<file path="src/rtl/oaddr_pkg.sv">
package oaddr_pkg;
  localparam int MODE_W = 3;

  typedef enum logic [MODE_W-1:0] {
    AM_IND   = 3'd0,
    AM_PINC  = 3'd1,
    AM_D8    = 3'd2,
    AM_D16   = 3'd3,
    AM_BIDX  = 3'd4,
    AM_PCREL = 3'd5,
    AM_RSV6  = 3'd6,
    AM_RSV7  = 3'd7
  } am_e;

  typedef enum logic [1:0] {
    BK_DAT = 2'd0,
    BK_ADD = 2'd1,
    BK_STK = 2'd2,
    BK_PRG = 2'd3
  } bank_e;
endpackage

</file>
<file path="src/rtl/oaddr_bank_sel.sv">
module oaddr_bank_sel
  import oaddr_pkg::*;
(
  input  am_e         mode_i,
  input  logic [1:0]  sel_lo_i,
  output bank_e       bank_o
);
  always_comb begin
    unique case (mode_i)
      AM_PCREL: bank_o = BK_PRG;
      AM_BIDX:  bank_o = BK_DAT;
      default: begin
        unique case (sel_lo_i)
          2'd2:    bank_o = BK_ADD;
          2'd3:    bank_o = BK_STK;
          default: bank_o = BK_DAT;
        endcase
      end
    endcase
  end
endmodule

</file>
<file path="src/rtl/oaddr_adder.sv">
module oaddr_adder #(
  parameter int DW = 16
) (
  input  logic [DW-1:0] a_i,
  input  logic [DW-1:0] b_i,
  input  logic [DW-1:0] c_i,
  output logic [DW-1:0] sum_o
);
  always_comb sum_o = a_i + b_i + c_i;
endmodule

</file>
<file path="src/rtl/oaddr_wb_mux.sv">
module oaddr_wb_mux #(
  parameter int DW   = 16,
  parameter int SELW = 3
) (
  input  logic            pend_i,
  input  logic            done_i,
  input  logic [SELW-1:0] ptr_idx_i,
  input  logic [DW-1:0]   ptr_nxt_i,
  input  logic            wr_en_i,
  input  logic [SELW-1:0] wr_idx_i,
  input  logic [DW-1:0]   wr_data_i,
  output logic            wb_en_o,
  output logic [SELW-1:0] wb_idx_o,
  output logic [DW-1:0]   wb_val_o
);
  logic clash;

  always_comb begin
    clash    = wr_en_i && (wr_idx_i == ptr_idx_i);
    wb_en_o  = pend_i && done_i;
    wb_idx_o = ptr_idx_i;
    wb_val_o = clash ? wr_data_i : ptr_nxt_i;
  end
endmodule

</file>
<file path="src/rtl/oaddr_unit.sv">
module oaddr_unit
  import oaddr_pkg::*;
#(
  parameter int DW   = 16,
  parameter int BW   = 8,
  parameter int NREG = 8,
  parameter int OFSW = 4
) (
  input  logic                    clk,
  input  logic                    rst_n,
  input  logic                    start,
  input  logic [MODE_W-1:0]       mode,
  input  logic [$clog2(NREG)-1:0] sel,
  input  logic [DW-1:0]           disp,
  input  logic [1:0]              opsize,
  input  logic [DW-1:0]           pc_addr,
  input  logic [OFSW-1:0]         pc_ofs,
  input  logic [NREG*DW-1:0]      gpr_flat,
  input  logic [BW-1:0]           bank_dat,
  input  logic [BW-1:0]           bank_add,
  input  logic [BW-1:0]           bank_stk,
  input  logic [BW-1:0]           bank_prg,
  input  logic                    acc_done,
  input  logic                    wr_en,
  input  logic [$clog2(NREG)-1:0] wr_idx,
  input  logic [DW-1:0]           wr_data,
  output logic                    ea_vld,
  output logic [DW+BW-1:0]        ea,
  output logic                    ea_err,
  output logic                    wb_en,
  output logic [$clog2(NREG)-1:0] wb_idx,
  output logic [DW-1:0]           wb_val
);
  localparam int SELW = $clog2(NREG);
  localparam int AW   = DW + BW;
  localparam int NLOW = 4;
  localparam logic [SELW-1:0] SEL_LOW  = SELW'(NLOW);
  localparam logic [SELW-1:0] SEL_BMAX = SELW'(1);
  localparam logic [SELW-1:0] SEL_IDX  = SELW'(NREG-1);

  // reset: asynchronous assertion, synchronous release
  logic [1:0] rsync_q;
  logic       rst_i;
  always_ff @(posedge clk or negedge rst_n) begin
    if (!rst_n) rsync_q <= 2'b00;
    else        rsync_q <= {rsync_q[0], 1'b1};
  end
  assign rst_i = rsync_q[1];

  // register file view
  logic [DW-1:0] gpr [NREG];
  for (genvar gi = 0; gi < NREG; gi++) begin : g_unpack
    assign gpr[gi] = gpr_flat[gi*DW +: DW];
  end

  am_e           am;
  bank_e         bk;
  logic [BW-1:0] bank_byte;
  logic [DW-1:0] op_a, op_b, op_c, sum;
  logic          err_d;
  logic [AW-1:0] ea_d;
  logic [DW-1:0] ptr_nxt_d;

  assign am = am_e'(mode);

  oaddr_bank_sel u_bank (
    .mode_i   (am),
    .sel_lo_i (sel[1:0]),
    .bank_o   (bk)
  );

  oaddr_adder #(.DW(DW)) u_add (
    .a_i   (op_a),
    .b_i   (op_b),
    .c_i   (op_c),
    .sum_o (sum)
  );

  always_comb begin
    unique case (bk)
      BK_ADD:  bank_byte = bank_add;
      BK_STK:  bank_byte = bank_stk;
      BK_PRG:  bank_byte = bank_prg;
      default: bank_byte = bank_dat;
    endcase
  end

  always_comb begin
    op_a  = gpr[sel];
    op_b  = '0;
    op_c  = '0;
    err_d = 1'b0;
    unique case (am)
      AM_IND:   err_d = (sel >= SEL_LOW);
      AM_PINC:  err_d = (sel >= SEL_LOW) || (opsize == 2'd3);
      AM_D8:    op_b  = {{(DW-8){disp[7]}}, disp[7:0]};
      AM_D16: begin
        op_b  = disp;
        err_d = (sel >= SEL_LOW);
      end
      AM_BIDX: begin
        op_b  = gpr[SEL_IDX];
        err_d = (sel > SEL_BMAX);
      end
      AM_PCREL: begin
        op_a = pc_addr;
        op_b = disp;
        op_c = DW'(pc_ofs);
      end
      default:  err_d = 1'b1;
    endcase
    ea_d      = err_d ? '0 : {bank_byte, sum};
    ptr_nxt_d = gpr[sel] + (DW'(1) << opsize);
  end

  // next state
  logic            vld_q, err_q, pend_q;
  logic [AW-1:0]   ea_q;
  logic [SELW-1:0] pidx_q;
  logic [DW-1:0]   pnxt_q;
  logic            vld_n, err_n, pend_n;
  logic [AW-1:0]   ea_n;
  logic [SELW-1:0] pidx_n;
  logic [DW-1:0]   pnxt_n;

  always_comb begin
    vld_n  = start;
    ea_n   = ea_q;
    err_n  = err_q;
    pend_n = pend_q && !acc_done;
    pidx_n = pidx_q;
    pnxt_n = pnxt_q;
    if (start) begin
      ea_n   = ea_d;
      err_n  = err_d;
      pend_n = (am == AM_PINC) && !err_d;
      pidx_n = sel;
      pnxt_n = ptr_nxt_d;
    end
  end

  always_ff @(posedge clk or negedge rst_i) begin
    if (!rst_i) begin
      vld_q  <= 1'b0;
      ea_q   <= '0;
      err_q  <= 1'b0;
      pend_q <= 1'b0;
      pidx_q <= '0;
      pnxt_q <= '0;
    end else begin
      vld_q  <= vld_n;
      ea_q   <= ea_n;
      err_q  <= err_n;
      pend_q <= pend_n;
      pidx_q <= pidx_n;
      pnxt_q <= pnxt_n;
    end
  end

  oaddr_wb_mux #(.DW(DW), .SELW(SELW)) u_wb (
    .pend_i    (pend_q),
    .done_i    (acc_done),
    .ptr_idx_i (pidx_q),
    .ptr_nxt_i (pnxt_q),
    .wr_en_i   (wr_en),
    .wr_idx_i  (wr_idx),
    .wr_data_i (wr_data),
    .wb_en_o   (wb_en),
    .wb_idx_o  (wb_idx),
    .wb_val_o  (wb_val)
  );

  assign ea_vld = vld_q;
  assign ea     = ea_q;
  assign ea_err = err_q;
endmodule

</file>
<file path="config.mk">
export PLATFORM = sky130hd
export DESIGN_NAME = oaddr_unit
export DESIGN_NICKNAME = d
export VERILOG_FILES = /design/src/rtl/oaddr_pkg.sv /design/src/rtl/oaddr_bank_sel.sv /design/src/rtl/oaddr_adder.sv /design/src/rtl/oaddr_wb_mux.sv /design/src/rtl/oaddr_unit.sv
export SDC_FILE = /design/constraint.sdc
export NUM_CORES = 1
export LEC_CHECK = 0
export BUFFER_PORTS_ARGS = -buffer_cell sky130_fd_sc_hd__buf_4
export CORE_AREA = 2 2 107 109
export DETAILED_ROUTE_END_ITERATION = 8
export DIE_AREA = 0 0 109 111
export PLACE_DENSITY = 0.86
export SETUP_SLACK_MARGIN = 0.5
export SLEW_MARGIN = 20
export SYNTH_ARGS = -nofsm -noshare
export SYNTH_HDL_FRONTEND = slang
export SYNTH_SLANG_ARGS = --single-unit
</file>
<file path="constraint.sdc">
create_clock -name clk -period 3.9 [get_ports clk]
set_input_delay 0.195 -clock clk [delete_from_list [all_inputs] [get_ports clk]]
set_output_delay 0.195 -clock clk [all_outputs]
set_load 0.05 [all_outputs]
</file>
* Word level (Yosys, flattened, before mapping)
Index checks and enable logic that the tools add are counted.
** Cells by class
- Add/sub/neg operators :: 3
- Magnitude comparators :: 3
- Eq/ne operators :: 12
- Shift-type cells :: 1
- Muxes and demuxes :: 13
- Bitwise logic cells :: 1
- Reduce and logical (&&, ||, !) cells :: 11
** Operators with widths (number)
- 16-bit two-way mux :: 4
- 16-bit binary-select mux with 3-bit select :: 1
- 16-bit one-hot mux with 3 select lines :: 1
- 16-bit adder :: 2
- 24-bit two-way mux :: 1
- 8-bit one-hot mux with 3 select lines :: 1
- 16-bit by 4-bit adder with 16-bit output :: 1
- 1-bit by 2-bit << shifter with 16-bit output, first input constant :: 1
- 2-bit equality test, second input constant :: 5
- 2-bit one-hot mux with 2 select lines :: 2
- 3-bit by 2-bit equality test with 1-bit output, second input constant :: 2
- 3-bit equality test, second input constant :: 2
- 2-bit OR reduction :: 3
- 4-bit >= comparator, second input constant :: 1
- 1-bit logical AND :: 4
- 4-bit two-way mux :: 1
- 3-bit NOT with 4-bit output :: 1
- 1-bit one-hot mux with 4 select lines :: 1
- 3-bit by 1-bit equality test with 1-bit output, second input constant :: 1
- 3-bit equality test :: 1
- 3-bit >= comparator, second input constant :: 1
- 3-bit by 1-bit greater-than comparator with 1-bit output, second input constant :: 1
- 3-bit zero test :: 1
- 2-bit by 1-bit equality test with 1-bit output, second input constant :: 1
- other kinds (3) :: 4
** Storage, ports and cells
- Bits in registers :: 48
- Bits of input ports :: 228
- Output and inout bits :: 46
- Word-level logic and storage cells :: 51

* Logic depth before layout (Yosys ltp)
Gate-level depths: netlist of the first run.
- Depth after elaboration :: 8
- Depth in mapped cells :: 17
- Gate-level depth less buffers :: 13

* Hierarchy
From an unflattened synthesis of the first run, not the netlist that was laid out.
** Unflattened totals
- Cell total of the unflattened synthesis :: 507
- Area, all modules :: 5430.2 µm²
** Modules (own cells, without submodules)
- oaddr_unit :: instances 1, cells each 365, area each 4087.7 µm², seq. area each 1201.2 µm²
- oaddr_adder :: instances 1, cells each 111, area each 993.5 µm², seq. area each 0.0 µm²
- oaddr_wb_mux :: instances 1, cells each 25, area each 305.3 µm², seq. area each 0.0 µm²
- oaddr_bank_sel :: instances 1, cells each 6, area each 43.8 µm², seq. area each 0.0 µm²

* Worst setup path before layout of the first run
Ideal clock, no wire load.
- Kind :: in2reg
- From :: input port sel[0]
- To :: register ea_q[9] (netlist: ea[9])
- Setup time :: 0.122 ns
- Arrival time :: 4.014 ns
- Data required time :: 3.778 ns
- Setup slack :: -0.236 ns
- Stages :: 16
- Buffers on the path :: 3
- Cells stage by stage :: clkbuf_1 buf_4 buf_4 mux4_2 mux2_2 nor2_1 nor2_1 fa_1 ha_1 fa_1 a21o_1 nand4_1 a21boi_0 o21a_1 or3_1 a32o_1
** On the way
- Cells in the longest elaborated chain, start to end :: 8
- Elaborated cells on any way between the ends :: 12
- Classes of those cells :: add/sub (2); order compare (2); mux (6); bitwise (1); reduce/logical (1)
** Ends and longest elaborated chain
- start: declaration :: line oaddr_unit.sv:13 : input logic [$clog2(NREG)-1:0] sel,
- 3-bit NOT with 4-bit output (implied by the code) :: line oaddr_unit.sv:89 : op_a = gpr[sel];
- 16-bit binary-select mux with 3-bit select :: line oaddr_unit.sv:89
- 16-bit two-way mux (implied by the code) (2 in a row) :: line oaddr_unit.sv:89
- 16-bit two-way mux :: line oaddr_unit.sv:93 : unique case (am)
- 16-bit adder :: line oaddr_adder.sv:9 : always_comb sum_o = a_i + b_i + c_i;
- 16-bit by 4-bit adder with 16-bit output :: line oaddr_adder.sv:9
- 24-bit two-way mux * :: line oaddr_unit.sv:112 : ea_d = err_d ? '0 : {bank_byte, sum};
- end signal: assignment :: line oaddr_unit.sv:152 : ea_q <= ea_n;
- end: declaration :: line oaddr_unit.sv:118 : logic [AW-1:0] ea_q;
Every way passes the cells marked *; elsewhere a longest branch is shown, timed or not. The select of a mux whose other input is x is not followed.
A chain may end at the register's enable or synchronous reset.

* Final worst setup path of the first run
Ends and elaborated chain as after synthesis.

==> flow_summary.json, run 1 <==
{
  "setup_viol": 0,
  "combPwrFrac": 0.566,
  "drive_above_1_share": 0.489,
  "path_cells": "buf_12 > mux4_2 > mux2_4 > nor2_1 > nor2_1 > fa_1 > ha_2 > fa_2 > a21o_1 > nand4_1 > a21boi_2 > o21a_1 > or3_1 > a32o_1",
  "seq_power_share": 0.258,
  "fin_ws_ns": 0.575,
  "finalHoldViolations": 0,
  "critPathKind": "in -> reg",
  "finalNetCount": 1019,
  "crit_path_top_delay_cell": "mux4_2",
  "synth.area.mux_share": 0.316,
  "cts_root_buf": "clkbuf_16",
  "power.net_switching_uw": 1050,
  "synth-edff-count": 0,
  "fill_cells": 866,
  "netlist_area_mm2": 0.00506,
  "core_mm2": 0.0111,
  "via_per_inst": 5.75,
  "r2r_end": "ea[13]$_DFFE_PN0P_",
  "grt_pass1_wl_mm": 26.8,
  "synth_compound_area_frac": 0.170,
  "worstRegToRegCells": 1,
  "fmax_mhz": 301,
  "synth_cell_types": 67,
  "htree_num_levels": 2,
  "vias": 5183,
  "synth_simple_gate_area_share": 0.0982,
  "antenna_found_initial": 1,
  "period_needed_ns": 3.32,
  "crit_arrival_ns": 3.51,
  "total_leakage_power_uw": 0.00369,
  "finalSetupTns_ns": 0,
  "grt_pass1_vias": 5312,
  "power_report.internal_total_uw": 1450,
  "cts_buffer_depth": 2,
  "synth_adder_area_share": 0.0955,
  "worst_pin_slew_ns": 0.844,
  "worstSkewPairLatency_ns": 0.29,
  "cap_violations": 0,
  "grt_max_degree": 47,
  "ff2ff_setup_slack_ns": 3.03,
  "tritoncts": "done",
  "clkPwrFrac": 0.176,
  "holdWs_ns": 0.198,
  "cp-start-kind": "primary input",
  "ff_latch_area_mm2": 0.00120,
  "final_util": 0.678,
  "areaGrowthSynthToFinish_pct": 48.5,
  "final_cell_mix": "291 x buf_4, 47 x dfrtp_1, 41 x nor2_1",
  "swShare": 0.419,
  "syn-num-nets": 746,
  "cts.sinks": 48,
  "rsz0062_at_grt": "true",
  "hold_path_class": "in -> reg",
  "grt.overflow.total": 0,
  "yosys_warnings": 0,
  "dieArea_mm2": 0.0121,
  "critPathBufInv": 1,
  "status": "finished, final reports clean",
  "synthCells": 483,
  "fin_skew_ns": 0.00481,
  "multiInputGateArea_mm2": 0.00367,
  "p_per_area_mw_per_mm2": 332,
  "crit_top_cell": "nor2_1",
  "dp_slack_ns": 0.139,
  "required_ns": 4.08,
  "hold_start": "bank_prg[5]",
  "drt-pass1-iter-count": 5,
  "gp_congestion": 0.898,
  "boundaryPins": 274,
  "rows": 39,
  "async_reset_ff_frac": 1.00,
  "ant_nets": 0,
  "dr.first_iter.drc_count": 295,
  "ys_ff_latch": 48,
  "crit_family": "adder cells",
  "clkTransAtPathRegs_ns": 0.07,
  "worstPathMaxFanout": 8,
  "drv_slew": 0,
  "drcViolationCount": 0,
  "cp-end-kind": "flop",
  "max_stage_delay_ns": 0.50,
  "synth_top_family_by_area": "multiplexers",
  "dpl.hpwl_mm": 15.3,
  "die_w_um": 109,
  "peakVddDrop_mv": 0.183,
  "io_buffers": 273,
  "grtUsageTotal": 0.292,
  "synth_xor_area_frac": 0.0398,
  "r2r-start": "ea[13]$_DFFE_PN0P_",
  "whs_endpoint": "ea[21]$_DFFE_PN0P_",
  "wirelength_mm": 18.4,
  "wl_per_cell_um": 20.4,
  "syn_avg_cell_area_um2": 10.5,
  "cts_buffers": 5,
  "period_share": 0.852,
  "start_util": 0.457,
  "layout_commonest_cell": "buf_4",
  "synth_top_flop_cell": "dfrtp_1",
  "hold_depth": 3,
  "maxSlewHeadroom": 0.436,
  "synth-seq-area-share": 0.237,
  "die_h_um": 111
}
[power groups by stage]
stage / registers, uW / clock network [uW] / logic (uW)
final: 644 / 439 / 1410
after global routing: 653 / 464 / 1500
after CTS: 644 / 443 / 1400
after detailed placement: 653 / 0 / 1390
after global placement: 651 / 0 / 1370
after floorplan: 798 / 0 / 737
[area by class of cell]
cell class,instances,share of cell area
Inverter,13,0.00650
Timing Repair Buffer,296,0.300
Multi-Input combinational cell,392,0.489
Tap cell,143,0.0238
Antenna cell,1,0.000333
Sequential cell,48,0.160
Clock buffer,5,0.0167
Clock inverter,3,0.00317
[tightest hold or removal path: stages]
cell	delay, ns
buf_4	0.07
a221oi_1	0.06
o2bb2ai_1	0.12
[repair_timing]
| action | CTS | global route |
|---|---|---|
| buffers inserted | 0 | 1 |
| gates resized for setup | 1 | 13 |
| pin swaps | 0 | 1 |
| endpoints found under the setup margin | 4 | 8 |
| endpoints found under the hold margin | 2 | 0 |
| hold buffers | 1 | 0 |
[synthesized netlist by cell type, drive strengths merged, types with 2 or more instances]
| cell | count | share of area |
|---|---|---|
| nor3 | 4 | 0.0049 |
| xor2 | 10 | 0.017 |
| a21oi | 38 | 0.038 |
| xnor2 | 13 | 0.023 |
| and2 | 2 | 0.0025 |
| buf | 10 | 0.017 |
| or2 | 2 | 0.0025 |
| ha | 29 | 0.072 |
| nand4 | 6 | 0.0074 |
| a22o | 7 | 0.012 |
| nor4 | 3 | 0.0049 |
| mux4 | 32 | 0.16 |
| nor2 | 42 | 0.032 |
| inv | 12 | 0.0089 |
| mux2 | 34 | 0.076 |
| nand3 | 6 | 0.0069 |
| a221o | 2 | 0.0040 |
| nand2b | 4 | 0.0049 |
| dfrtp | 48 | 0.24 |
| o21ai | 16 | 0.016 |
| o31ai | 2 | 0.0030 |
| clkbuf | 20 | 0.015 |
| nor2b | 6 | 0.0074 |
| fa | 6 | 0.024 |
| o21bai | 2 | 0.0030 |
| o211ai | 2 | 0.0030 |
| or4 | 2 | 0.0030 |
| o22ai | 8 | 0.0099 |
| mux2i | 40 | 0.082 |
| o2bb2ai | 12 | 0.021 |
| nand2 | 19 | 0.015 |
| o21a | 5 | 0.0074 |
| a221oi | 9 | 0.016 |
| a32o | 3 | 0.0059 |
| a21o | 10 | 0.015 |
[registers in the layout, summed over array words and instances, names as in the netlist]
register  flops
ea           24
ea_err        1
ea_vld        1
pend_q        1
pidx_q        3
pnxt_q       16
rsync_q       2
[metal layers]
metal  global-route usage  vias up  share of wire  routed length [um]
met5                    0        -              0                   0
met4                0.129        0          0.039                 717
met3               0.0394       42          0.076                1400
met2                0.561      293           0.54                9860
met1                0.304     2423           0.35                6380
li1                     -     2425              -                   -
[how the worst max path moves through the flow]
stage / startpoint / to / cells after the start
after floorplan: sel[0] / ea[9]$_DFFE_PN0P_ / 16
after global placement: sel[0] / ea[9]$_DFFE_PN0P_ / 15
after detailed placement: sel[0] / ea[9]$_DFFE_PN0P_ / 15
after CTS: sel[0] / ea[15]$_DFFE_PN0P_ / 12
after global routing: sel[0] / ea[9]$_DFFE_PN0P_ / 14
final: sel[0] / ea[9]$_DFFE_PN0P_ / 14
[kinds of logic after synthesis]
| kind of cell | count (synthesis) |
|---|---|
| AO/OA/AOI/OAI | 126 |
| multiplexers | 106 |
| AND/OR/NAND/NOR | 101 |
| flip-flops | 48 |
| buffers and inverters | 43 |
| adder cells (fa/ha/maj) | 35 |
| XOR/XNOR | 23 |
| other | 1 |
[per-stage QoR]
stage	std cells	cell area, um^2	total power [uW]
3_3_place_gp	890	7300	2020
2_1_floorplan	483	5120	1530
6_report	901	7510	2490
3_5_place_dp	890	7300	2040
5_1_grt	901	7510	2620
4_1_cts	899	7460	2480
Note: power is estimated with default switching activity, not from simulation.
==> run 2, diff against run 1 <==
--- a/config.mk
+++ b/config.mk
@@ -6,10 +6,10 @@
 export NUM_CORES = 1
 export LEC_CHECK = 0
 export BUFFER_PORTS_ARGS = -buffer_cell sky130_fd_sc_hd__buf_4
-export CORE_AREA = 2 2 107 109
+export CORE_MARGIN = 1
+export CORE_UTILIZATION = 40
 export DETAILED_ROUTE_END_ITERATION = 8
-export DIE_AREA = 0 0 109 111
-export PLACE_DENSITY = 0.86
+export PLACE_DENSITY = 0.76
 export SETUP_SLACK_MARGIN = 0.5
 export SLEW_MARGIN = 20
 export SYNTH_ARGS = -nofsm -noshare
==> run 2 against run 1 <==
Worst hold slack improved by 0.012 ns. First-iteration DRC count down 40%. Register-to-register slack about the same. Setup slack better by 0.035 ns. Critical path type unchanged. Largest cell class unchanged.
==> flow_summary.json, run 2 (synthesis results as in run 1) <==
{
  "crit_arrival_ns": 3.46,
  "required_ns": 4.08,
  "worstSkewPairLatency_ns": 0.29,
  "dieArea_mm2": 0.0131,
  "io_buffers": 273,
  "grt_use_met3": 0.0365,
  "drv_slew": 0,
  "worst_pin_slew_ns": 0.838,
  "die_h_um": 114,
  "total_leakage_power_uw": 0.00373,
  "ff2ff_setup_slack_ns": 3.04,
  "drt-pass1-iter-count": 4,
  "period_share": 0.843,
  "finalSetupTns_ns": 0,
  "wirelength_mm": 19.2,
  "final_cell_mix": "301 x buf_4, 47 x dfrtp_1, 39 x nor2_1",
  "wl_per_cell_um": 20.6,
  "cts_buffer_depth": 2,
  "multiInputGateArea_mm2": 0.00370,
  "finalHoldViolations": 0,
  "rows": 40,
  "dr.first_iter.drc_count": 176,
  "ff_latch_area_mm2": 0.00120,
  "finalNetCount": 1028,
  "cts_root_buf": "clkbuf_16",
  "grtUsageTotal": 0.282,
  "cp-endpoint": "ea[9]$_DFFE_PN0P_",
  "busiest_layer": "met2",
  "via_per_inst": 5.63,
  "status": "finished, final reports clean",
  "dpl.hpwl_mm": 16.1,
  "cp-end-kind": "flop",
  "crit_start": "sel[0]",
  "layout_commonest_cell": "buf_4",
  "p_per_area_mw_per_mm2": 328,
  "rsz0062_at_grt": "true",
  "gp_congestion": 0.886,
  "hold_path_class": "in -> reg",
  "r2r-start": "ea[13]$_DFFE_PN0P_",
  "start_util": 0.416,
  "core_mm2": 0.0122,
  "ant_nets": 0,
  "tritoncts": "done",
  "drive_above_1_share": 0.497,
  "cap_violations": 0,
  "maxSlewHeadroom": 0.439,
  "antenna_found_initial": 1,
  "clkTransAtPathRegs_ns": 0.07,
  "setup_viol": 0,
  "fmax_mhz": 304,
  "worstRegToRegCells": 1,
  "areaGrowthSynthToFinish_pct": 50.8,
  "die_w_um": 114,
  "largest_register_ffs": 24,
  "peakVddDrop_mv": 0.162,
  "grt_pass1_wl_mm": 27.5,
  "drcViolationCount": 0,
  "r2r_end": "ea[13]$_DFFE_PN0P_",
  "grt_pass1_vias": 5451,
  "period_needed_ns": 3.29,
  "grt_max_degree": 47,
  "vias": 5263,
  "htree_num_levels": 2,
  "gr-usage-met1": 0.298,
  "worstPathMaxFanout": 7,
  "grt_use_met2": 0.543,
  "fill_cells": 1080,
  "critPathKind": "in -> reg",
  "boundaryPins": 274,
  "final_util": 0.627,
  "cts.sinks": 48,
  "cts_buffers": 5,
  "grt.overflow.total": 0,
  "fin_skew_ns": 0.00193,
  "cp-start-kind": "primary input"
}
[run 2: metrics by stage]
stage / hold slack (ns) / cell area [um^2] / instances / setup slack (ns) / total power [uW]
after floorplan: -0.101 / 5120 / 483 / 0.205 / 1530
after global placement: -0.0229 / 7350 / 918 / 0.237 / 2030
after detailed placement: -0.0222 / 7350 / 918 / 0.134 / 2050
after CTS: 0.206 / 7520 / 927 / 0.512 / 2490
after global routing: 0.214 / 7630 / 935 / 0.455 / 2630
final: 0.210 / 7630 / 935 / 0.610 / 2500
[run 2: how the worst min path moves through the flow]
stage,start,end,cells after the start
finish,bank_prg[5],ea[21]$_DFFE_PN0P_,3
global route,bank_dat[1],ea[17]$_DFFE_PN0P_,3
CTS,rst_n,rsync_q[1]$_DFF_PN0_,2
detailed placement,rst_n,rsync_q[0]$_DFF_PN0_,1
global placement,rst_n,rsync_q[0]$_DFF_PN0_,1
floorplan,rst_n,rsync_q[0]$_DFF_PN0_,0
[run 2: timing repair]
action                                  4_1_cts  5_1_grt
pin swaps                                     0       10
hold buffers                                  1        0
endpoints found under the hold margin         2        0
endpoints found under the setup margin        4        5
gates resized for setup                       4       11
buffers inserted                              0        7
[run 2: where the power goes]
| part | internal, uW | switching [uW] |
|---|---|---|
| Clock | 239 | 196 |
| Sequential | 580 | 65.1 |
| Combinational | 637 | 787 |
[run 2: layer usage]
metal	wire, um	vias to the layer above	part of all wire
li1	-	2444	-
met5	0	-	0
met2	10300	259	0.54
met1	6810	2513	0.35
met3	1280	47	0.067
met4	850	0	0.044
[run 2: layout make-up]
class | instances | area share
clock inverter | 3 | 0.00312
clock buffer | 5 | 0.0164
timing repair buffer | 305 | 0.304
inverter | 13 | 0.00640
multi-input combinational | 392 | 0.485
antenna | 1 | 0.000328
tap | 168 | 0.0276
sequential | 48 | 0.158
[run 2: worst max-delay path, cell delays in order]
cell and delay, ns:
buf_12 0.11, mux4_2 0.50, mux2_4 0.30, nor2_4 0.08, nor2_2 0.05, fa_1 0.53
ha_4 0.19, fa_2 0.34, a21o_1 0.20, nand4_1 0.16, a21boi_2 0.09, o21a_1 0.19
or3_1 0.30, a32o_1 0.22
==> run 3, diff against run 2 <==
--- a/config.mk
+++ b/config.mk
@@ -9,7 +9,7 @@
 export CORE_MARGIN = 1
 export CORE_UTILIZATION = 40
 export DETAILED_ROUTE_END_ITERATION = 8
-export PLACE_DENSITY = 0.76
+export PLACE_DENSITY = 0.79
 export SETUP_SLACK_MARGIN = 0.5
 export SLEW_MARGIN = 20
 export SYNTH_ARGS = -nofsm -noshare
==> constraint.sdc (replaced) <==
create_clock -name clk -period 2.75 [get_ports clk]
set_input_delay 0.1375 -clock clk [delete_from_list [all_inputs] [get_ports clk]]
set_output_delay 0.1375 -clock clk [all_outputs]
set_load 0.05 [all_outputs]
==> run 3 against run 2 <==
The flow now finishes with violations (setup timing). Count of clock-buffer cells in the layout unchanged. Critical path type unchanged. Die area unchanged. Flip-flop and latch count unchanged. Cell count up 10%. Highest routed layer is now met5. Via count up 7.4%. Worst hold slack worse by 0.073 ns. First-iteration DRC count up 31%. Global-route usage up 3.5 points. Power up 69%. Final area up 15%.
==> flow_summary.json, run 3 (synthesis results as in run 1) <==
{
  "status": "finished with violations",
  "violations": "setup timing",
  "worstSkewPairLatency_ns": 0.30,
  "maxSlewHeadroom": 0.556,
  "crit_arrival_ns": 3.27,
  "required_ns": 2.94,
  "die_h_um": 114,
  "drive_above_1_share": 0.589,
  "clkTransAtPathRegs_ns": 0.07,
  "finalHoldViolations": 0,
  "grt_max_degree": 47,
  "final_util": 0.721,
  "dpl_cell_area_mm2": 0.00812,
  "die_w_um": 114,
  "rows": 40,
  "period_share": 1.12,
  "grt.overflow.total": 0,
  "grtUsageTotal": 0.318,
  "cp-end-kind": "flop",
  "hold_path_class": "in -> reg",
  "worstPathMaxFanout": 6,
  "cts_buffer_depth": 2,
  "tritoncts": "done",
  "p_per_area_mw_per_mm2": 483,
  "fmax_mhz": 325,
  "cap_violations": 0,
  "cp-start-kind": "primary input",
  "finalSetupTns_ns": -2.22,
  "dr.first_iter.drc_count": 231,
  "fin_skew_ns": 0.00730,
  "drv_slew": 0,
  "total_power_uw": 4230,
  "io_buffers": 273,
  "dieArea_mm2": 0.0131,
  "cts.sinks": 48,
  "antenna_found_initial": 2,
  "fill_cells": 868,
  "boundaryPins": 274,
  "grt_pass1_wl_mm": 30.9,
  "largest_register_ffs": 24,
  "period_needed_ns": 3.07,
  "setup_viol": 10,
  "drcViolationCount": 0,
  "grt_pass1_vias": 5924,
  "via_per_inst": 5.47,
  "drt-pass1-iter-count": 4,
  "wl_per_cell_um": 20.2,
  "wirelength_mm": 20.8,
  "fin_area_mm2": 0.00877,
  "final_cell_mix": "385 x buf_4, 47 x dfrtp_1, 39 x nor2_1",
  "fin_ws_ns": -0.324,
  "gp_congestion": 0.886,
  "htree_num_levels": 2,
  "areaGrowthSynthToFinish_pct": 73.4,
  "cts_root_buf": "clkbuf_16",
  "layout_commonest_cell": "buf_4",
  "ant_nets": 0,
  "core_mm2": 0.0122,
  "dpl.hpwl_mm": 17.1,
  "critPathKind": "in -> reg",
  "finalNetCount": 1125,
  "rsz0062_at_grt": "true",
  "vias": 5650,
  "peakVddDrop_mv": 0.360,
  "start_util": 0.416,
  "worst_pin_slew_ns": 0.665,
  "total_leakage_power_uw": 0.00434,
  "cts_buffers": 5
}
## run 3: cell count changes in the layout (fill, tap and decap cells not counted), sizes merged
cell      before  now
buf          304  401
bufinv         0    3
clkinv         2    1
clkinvlp       2    0
diode          1    2
## run 3: layout make-up
type	count	area [um^2]	area share
diodes	2	5.00	0.000571
clock buffers	5	125	0.0143
clock inverters	3	90.1	0.0103
inverters	13	48.8	0.00556
multi-input cells	392	3960	0.452
flip-flops and latches	48	1200	0.137
well taps	168	210	0.0240
repair buffers	402	3120	0.356
## run 3: worst paths after layout
kind / startpoint / endpoint / slack, ns / cells after the start
setup / recovery: sel[0] / ea[9]$_DFFE_PN0P_ / -0.32 / 14
hold / removal: bank_prg[7] / ea[23]$_DFFE_PN0P_ / 0.14 / 3
setup reg to reg: ea[13]$_DFFE_PN0P_ / ea[13]$_DFFE_PN0P_ / 1.86 / 1
hold reg to reg: rsync_q[0]$_DFF_PN0_ / rsync_q[1]$_DFF_PN0_ / 0.35 / 0
max in group asynchronous: rsync_q[1]$_DFF_PN0_ / pnxt_q[4]$_DFFE_PN0P_ / 1.94 / 0
min in group asynchronous: rst_n / rsync_q[1]$_DFF_PN0_ / 0.16 / 2
## run 3: metal layers
metal / global-route usage / share of wire / wire length [um]
met5: 0 / 0.00029 / 6
met4: 0.141 / 0.036 / 755
met3: 0.0439 / 0.063 / 1320
met2: 0.613 / 0.55 / 11400
met1: 0.342 / 0.35 / 7370
## run 3: report_power, final
| part | switching (uW) | leakage, uW | internal, uW |
|---|---|---|---|
| Sequential | 90.9 | 0.000599 | 822 |
| Combinational | 1240 | 0.00364 | 1180 |
| Clock | 288 | 0.000104 | 613 |
## run 3: worst max-delay path: stages
cell	delay (ns)
buf_12	0.10
mux4_2	0.49
mux2_4	0.29
nor2_1	0.09
nor2_1	0.06
fa_2	0.43
ha_4	0.18
fa_2	0.38
a21o_1	0.17
nand4_1	0.15
a21boi_2	0.08
o21a_1	0.18
or3_1	0.30
a32o_1	0.22
## run 3: timing repair
action,4_1_cts,5_1_grt
setup endpoints to repair,42,26
endpoints found under the hold margin,2,0
setup buffers,10,4
hold buffers,1,0
gates resized for setup,46,17
pin swaps,26,19
## run 3: metrics by stage
| step | instances | setup WS [ns] | hold slack, ns |
|---|---|---|---|
| floorplan | 483 | -0.853 | -0.158 |
| global placement | 1008 | -0.712 | -0.0806 |
| detailed placement | 1008 | -0.765 | -0.0792 |
| CTS | 1027 | -0.360 | 0.144 |
| global route | 1033 | -0.454 | 0.161 |
| finish | 1033 | -0.324 | 0.137 |
